`src/rtl/evtr_pkg.sv`:
```
package evtr_pkg;
  localparam int FUNC_W = 3;

  typedef enum logic [FUNC_W-1:0] {
    F_POL  = 3'd0,
    F_SENS = 3'd1,
    F_MASK = 3'd2,
    F_RAW  = 3'd3,
    F_PEND = 3'd4,
    F_CLR  = 3'd5
  } func_e;
endpackage

```
`src/rtl/evtr_sync.sv`:
```
module evtr_sync #(
  parameter int W = 32
) (
  input  logic         clk,
  input  logic         rst,
  input  logic [W-1:0] d,
  output logic [W-1:0] q
);
  logic [W-1:0] meta_q;

  always_ff @(posedge clk) begin
    if (rst) begin
      meta_q <= '0;
      q      <= '0;
    end else begin
      meta_q <= d;
      q      <= meta_q;
    end
  end
endmodule

```
`src/rtl/evtr_bank.sv`:
```
module evtr_bank #(
  parameter int W = 32
) (
  input  logic         clk,
  input  logic         rst,
  input  logic [W-1:0] s,
  input  logic         we_pol,
  input  logic         we_sens,
  input  logic         we_mask,
  input  logic [W-1:0] clr_bits,
  input  logic [W-1:0] wdata,
  output logic [W-1:0] pol_q,
  output logic [W-1:0] sens_q,
  output logic [W-1:0] mask_q,
  output logic [W-1:0] level_ev,
  output logic [W-1:0] edge_q
);
  logic [W-1:0] prev_q;
  logic [W-1:0] rise;
  logic [W-1:0] fall;
  logic [W-1:0] hit;

  always_comb begin
    rise     = s & ~prev_q;
    fall     = ~s & prev_q;
    hit      = (pol_q & rise) | (~pol_q & fall);
    level_ev = (pol_q & s) | (~pol_q & ~s);
  end

  always_ff @(posedge clk) begin
    if (rst) begin
      pol_q  <= '0;
      sens_q <= '0;
      mask_q <= '0;
      prev_q <= '0;
      edge_q <= '0;
    end else begin
      prev_q <= s;
      if (we_pol)  pol_q  <= wdata;
      if (we_sens) sens_q <= wdata;
      if (we_mask) mask_q <= wdata;
      edge_q <= sens_q & ((edge_q & ~clr_bits) | hit);
    end
  end
endmodule

```
`src/rtl/evtr_router.sv`:
```
module evtr_router
  import evtr_pkg::*;
#(
  parameter int NUM_BANKS = 4,
  parameter int BANK_W    = 32,
  localparam int BANK_IDX_W = (NUM_BANKS > 1) ? $clog2(NUM_BANKS) : 1,
  localparam int ADDR_W     = BANK_IDX_W + FUNC_W,
  localparam int NUM_SIG    = NUM_BANKS * BANK_W
) (
  input  logic                 clk,
  input  logic                 rst,
  input  logic [NUM_SIG-1:0]   sig_in,
  input  logic                 wr_en,
  input  logic [ADDR_W-1:0]    wr_addr,
  input  logic [BANK_W-1:0]    wr_data,
  input  logic [ADDR_W-1:0]    rd_addr,
  output logic [BANK_W-1:0]    rd_data,
  output logic                 irq_o,
  output logic [NUM_SIG-1:0]   clk_en_o
);
  logic [NUM_SIG-1:0] sync_v;
  logic [NUM_SIG-1:0] pol_v;
  logic [NUM_SIG-1:0] sens_v;
  logic [NUM_SIG-1:0] mask_v;
  logic [NUM_SIG-1:0] level_v;
  logic [NUM_SIG-1:0] edge_v;
  logic [NUM_SIG-1:0] clr_v;
  logic [NUM_SIG-1:0] raw_v;
  logic [NUM_SIG-1:0] pend_v;

  logic [BANK_IDX_W-1:0] wr_bank;
  logic [FUNC_W-1:0]     wr_func;
  logic [BANK_IDX_W-1:0] rd_bank;
  logic [FUNC_W-1:0]     rd_func;

  assign wr_bank = wr_addr[ADDR_W-1:FUNC_W];
  assign wr_func = wr_addr[FUNC_W-1:0];
  assign rd_bank = rd_addr[ADDR_W-1:FUNC_W];
  assign rd_func = rd_addr[FUNC_W-1:0];

  evtr_sync #(.W(NUM_SIG)) u_sync (
    .clk (clk),
    .rst (rst),
    .d   (sig_in),
    .q   (sync_v)
  );

  for (genvar b = 0; b < NUM_BANKS; b++) begin : g_bank
    logic sel;
    assign sel = wr_en && (wr_bank == BANK_IDX_W'(b));
    assign clr_v[b*BANK_W +: BANK_W] =
      (sel && wr_func == F_CLR) ? wr_data : '0;

    evtr_bank #(.W(BANK_W)) u_bank (
      .clk      (clk),
      .rst      (rst),
      .s        (sync_v[b*BANK_W +: BANK_W]),
      .we_pol   (sel && wr_func == F_POL),
      .we_sens  (sel && wr_func == F_SENS),
      .we_mask  (sel && wr_func == F_MASK),
      .clr_bits (clr_v[b*BANK_W +: BANK_W]),
      .wdata    (wr_data),
      .pol_q    (pol_v[b*BANK_W +: BANK_W]),
      .sens_q   (sens_v[b*BANK_W +: BANK_W]),
      .mask_q   (mask_v[b*BANK_W +: BANK_W]),
      .level_ev (level_v[b*BANK_W +: BANK_W]),
      .edge_q   (edge_v[b*BANK_W +: BANK_W])
    );
  end

  assign raw_v    = (sens_v & edge_v) | (~sens_v & level_v);
  assign pend_v   = raw_v & mask_v;
  assign clk_en_o = pend_v;
  assign irq_o    = |pend_v;

  always_comb begin
    rd_data = '0;
    for (int b = 0; b < NUM_BANKS; b++) begin
      if (rd_bank == BANK_IDX_W'(b)) begin
        case (rd_func)
          F_POL:   rd_data = pol_v[b*BANK_W +: BANK_W];
          F_SENS:  rd_data = sens_v[b*BANK_W +: BANK_W];
          F_MASK:  rd_data = mask_v[b*BANK_W +: BANK_W];
          F_RAW:   rd_data = raw_v[b*BANK_W +: BANK_W];
          F_PEND:  rd_data = pend_v[b*BANK_W +: BANK_W];
          default: rd_data = '0;
        endcase
      end
    end
  end
endmodule

```
`config.mk`:
```
export PLATFORM = sky130hd
export DESIGN_NAME = evtr_router
export DESIGN_NICKNAME = d
export VERILOG_FILES = /design/src/rtl/evtr_pkg.sv /design/src/rtl/evtr_sync.sv /design/src/rtl/evtr_bank.sv /design/src/rtl/evtr_router.sv
export SDC_FILE = /design/constraint.sdc
export NUM_CORES = 2
export LEC_CHECK = 0
export BUFFER_PORTS_ARGS = -buffer_cell sky130_fd_sc_hd__buf_2
export CORE_ASPECT_RATIO = 1.4
export CORE_UTILIZATION = 50
export CTS_CLUSTER_SIZE = 30
export DETAILED_ROUTE_END_ITERATION = 8
export HOLD_SLACK_MARGIN = 0.15
export PLACE_DENSITY = 0.81
export SKIP_LAST_GASP = 1
export SLEW_MARGIN = 20
export SYNTH_ARGS = -nofsm -noshare
export SYNTH_HDL_FRONTEND = slang
export SYNTH_SLANG_ARGS = --single-unit
```
`constraint.sdc`:
```
create_clock -name clk -period 2.3 [get_ports clk]
set_clock_uncertainty 0.05 [all_clocks]
set_input_delay 0.345 -clock clk [delete_from_list [all_inputs] [get_ports clk]]
set_output_delay 0.345 -clock clk [all_outputs]
set_load 0.02 [all_outputs]
```
==> run metrics <==
Die X 238.5 um; setup TNS -23.97 ns; final worst path period need 3.782 ns; outcome complete, but fails checks; Syn-to-layout area delta 44.79%; Worst Hold Class in -> reg; Worst Path Buf+Inv 3; Residual DRC 0; Required @ worst endpoint 1.90 ns; Post-Syn Nets between 5000 and 6000; first-pass GRT wire length ~260000 um; share of layout cells above drive strength 1 0.3187; Post-synth top flop dfxtp_1; RSZ-0062 raised after global routing yes; CP endpoint kind output pin; Worst-Skew Late Latency 0.72 ns; critical path type reg -> out; # port buffers 333; Antenna Nets Post-Route 0; largest net degree at the start of global routing 92; Max Root-Sink Buffers 3; root buffer cell clkbuf_16; H-tree levels 3; gr usage total 0.4461; Crit path top cell by count buf_4; leakage 22.63 nW; core footprint between 70000 and 80000 um2; DR vias 44660; Largest stage delay, worst path 1.00 ns; via density per instance 6.155; delay-heaviest family, CP compound AO/OA/AOI/OAI gates; EDFF count, synth 0; Netlist Area Pre-Place between 30000 and 40000 um2; Mapped Cells 4874; Detailed Place HPWL 121000 um; CTS Buf Count between 80 and 90; Slew @ Worst Pin 1.196 ns; final non-filler cell total 7257; dpl ws -1.022 ns; async set-reset flop share out of synthesis 0; Std-Cell Rows 121; post-synth cell types 61; CP max-delay cell a222oi_1; drt total wl 187200 um; fill count 5263; CP cell instances xnor2_1 -> mux2i_1 -> buf_4 -> a22oi_2 -> a21oi_1 -> nand4b_1 -> a222oi_1 -> buf_4 -> buf_6; YS warnings 0; initial cell density of the core 0.5040; Final Hold Viols 0; sequential share of the synthesized area 0.4582; fmax approximately 260 MHz; Overflow after GRT 0; Die H approximately 330 um; crit share post-route 1.645; Slew Viols, Final 0; nature of the critical path startpoint flop; CTS tree built; nets@finish 6307; failing checks setup timing; max-cap viol count 0; 1st-iter DRT viols 6282; Num Clock Sinks 896; crit-path max FO 3; initial antenna violation count 11; I/O pin cnt 334; Post-Syn Area per Cell 8.031 um2; Final Util 0.7298; DR WL/cell 25.79 um; Pwr Total between 0.03 and 0.04 W; peak supply drop between 0.6 and 0.7 mV; Reg clk slew, reported paths 0.07 ns; Slew headroom 0.2028; TritonRoute pass-1 iters 8; crit path DAT 3.39 ns; flops & latches, synth 896; Die Area between 70000 and 80000 um2; setup ws final -1.482 ns; Finish-stage setup viols between 60 and 70; Final Wtd Congestion 1.044; DP Cell Count 6877; vias in the first global route 43260; pwr/cell area ~640 nW/um2
worst register-to-register path, stage by stage, from the launching register on:
cell	delay [ns]
dfxtp_1	0.35
buf_4	0.14
nand2_1	0.05
a21oi_1	0.18
dlygate4sd3_1	0.57
placed cells by master (no fill, tap or decap), types with 33 or more instances in the layout:
master and n:
nand2_1 1022, buf_4 942, dfxtp_1 758, a21oi_1 495
nor2b_1 390, nor2_1 336, buf_2 233, dlygate4sd3_1 166
nand3_1 135, a221oi_1 125, dfxtp_2 119, nor3b_1 118
buf_6 112, a22oi_1 106, inv_1 98, clkbuf_16 91
mux2i_1 76, buf_12 55, xor2_1 42, o21ai_2 39
o21ai_1 39, xnor2_1 35, o211ai_1 35, nor2_2 34
o21ai_0 33
logic make-up (layout without fill, tap and decap cells):
group,count (synthesis),in the layout,share of synthesized area
AO/OA/AOI/OAI,1087,1087,0.1763
XOR/XNOR,128,128,0.02864
buffers and inverters,451,1783,0.04587
flip-flops,896,896,0.4582
multiplexers,107,107,0.02931
other,0,6,0
AND/OR/NAND/NOR,2205,2205,0.2616
synth_stat cells, drive strengths merged, types with 11 or more instances:
cell type | number | share of area
a211oi | 11 | 0.0021
a21boi | 11 | 0.0021
a21o | 31 | 0.0060
a21oi | 510 | 0.065
a221oi | 147 | 0.033
a22o | 14 | 0.0031
a22oi | 109 | 0.021
and2 | 50 | 0.0080
and3 | 19 | 0.0030
buf | 72 | 0.0095
clkbuf | 273 | 0.026
dfxtp | 896 | 0.46
inv | 106 | 0.010
mux2i | 99 | 0.026
nand2 | 1026 | 0.098
nand3 | 141 | 0.018
nand4 | 13 | 0.0021
nor2 | 394 | 0.038
nor2b | 397 | 0.063
nor3 | 18 | 0.0026
nor3b | 121 | 0.023
nor4 | 14 | 0.0026
o211ai | 35 | 0.0067
o21ai | 120 | 0.015
o221ai | 11 | 0.0025
o22ai | 27 | 0.0043
o31a | 13 | 0.0029
xnor2 | 63 | 0.014
xor2 | 65 | 0.015
layout make-up:
cell class / instances / area, um2 / share of cell area
antenna: 6 / 15.01 / 0.0002649
clock buffer: 119 / 2592 / 0.04574
clock inverter: 42 / 485.5 / 0.008565
inverter: 106 / 397.9 / 0.007020
multi-input combinational: 3527 / 21330 / 0.3763
sequential: 896 / 18160 / 0.3204
tap: 1045 / 1308 / 0.02307
timing repair buffer: 1516 / 12390 / 0.2187
flip-flops by register name, indices dropped and copies added, names as in the netlist:
| name | cells |
|---|---|
| u_sync.meta_q | 128 |
| g_bank.u_bank.sens_q | 128 |
| g_bank.u_bank.pol_q | 128 |
| g_bank.u_bank.edge_q | 128 |
| u_sync.q | 128 |
| g_bank.u_bank.prev_q | 128 |
| g_bank.u_bank.mask_q | 128 |
routing by layer:
layer  wire [um]  vias up  track usage
met4       20920       12       0.4043
li1            -    19090            -
met1       62460    20810       0.5007
met3       23540     1212       0.1270
met2       80180     3541       0.6848
met5          82        -            0
repair_timing:
| action | in CTS | in global routing |
|---|---|---|
| cloned | 1 | 0 |
| gates resized for setup | 536 | 280 |
| hold endpoints to repair | 352 | 0 |
| buffers inserted | 51 | 34 |
| pin swaps | 151 | 121 |
| hold buffers | 166 | 0 |
| endpoints found under the setup margin | 106 | 121 |
final timing paths:
check / cells after the start / slack (ns) / end / startpoint
worst max-delay path: 9 / -1.48 / rd_data[24] / g_bank[2].u_bank.pol_q[24]
worst min-delay path: 4 / 0.21 / g_bank[0].u_bank.sens_q[31] / wr_addr[3]
worst max register to register: 4 / 0.91 / g_bank[0].u_bank.pol_q[31] / g_bank[0].u_bank.pol_q[31]
worst min register to register: 1 / 0.38 / u_sync.q[105] / u_sync.meta_q[105]
where the power goes:
group	switching, W	total [W]	internal [W]	leakage, nW
sequential	0.000226	0.0161	0.0158	7.35
combinational	0.00251	0.00432	0.00180	13.8
clock	0.00680	0.0157	0.00886	1.50
stage by stage:
stage | hold WS (ns) | area [um2]
after floorplan | 0.3638 | 39320
after global placement | 0.3679 | 48890
after detailed placement | 0.3731 | 48890
after CTS | 0.1896 | 55620
after global routing | 0.2333 | 56660
final | 0.2149 | 56680
(Power assumes the default switching activity.)
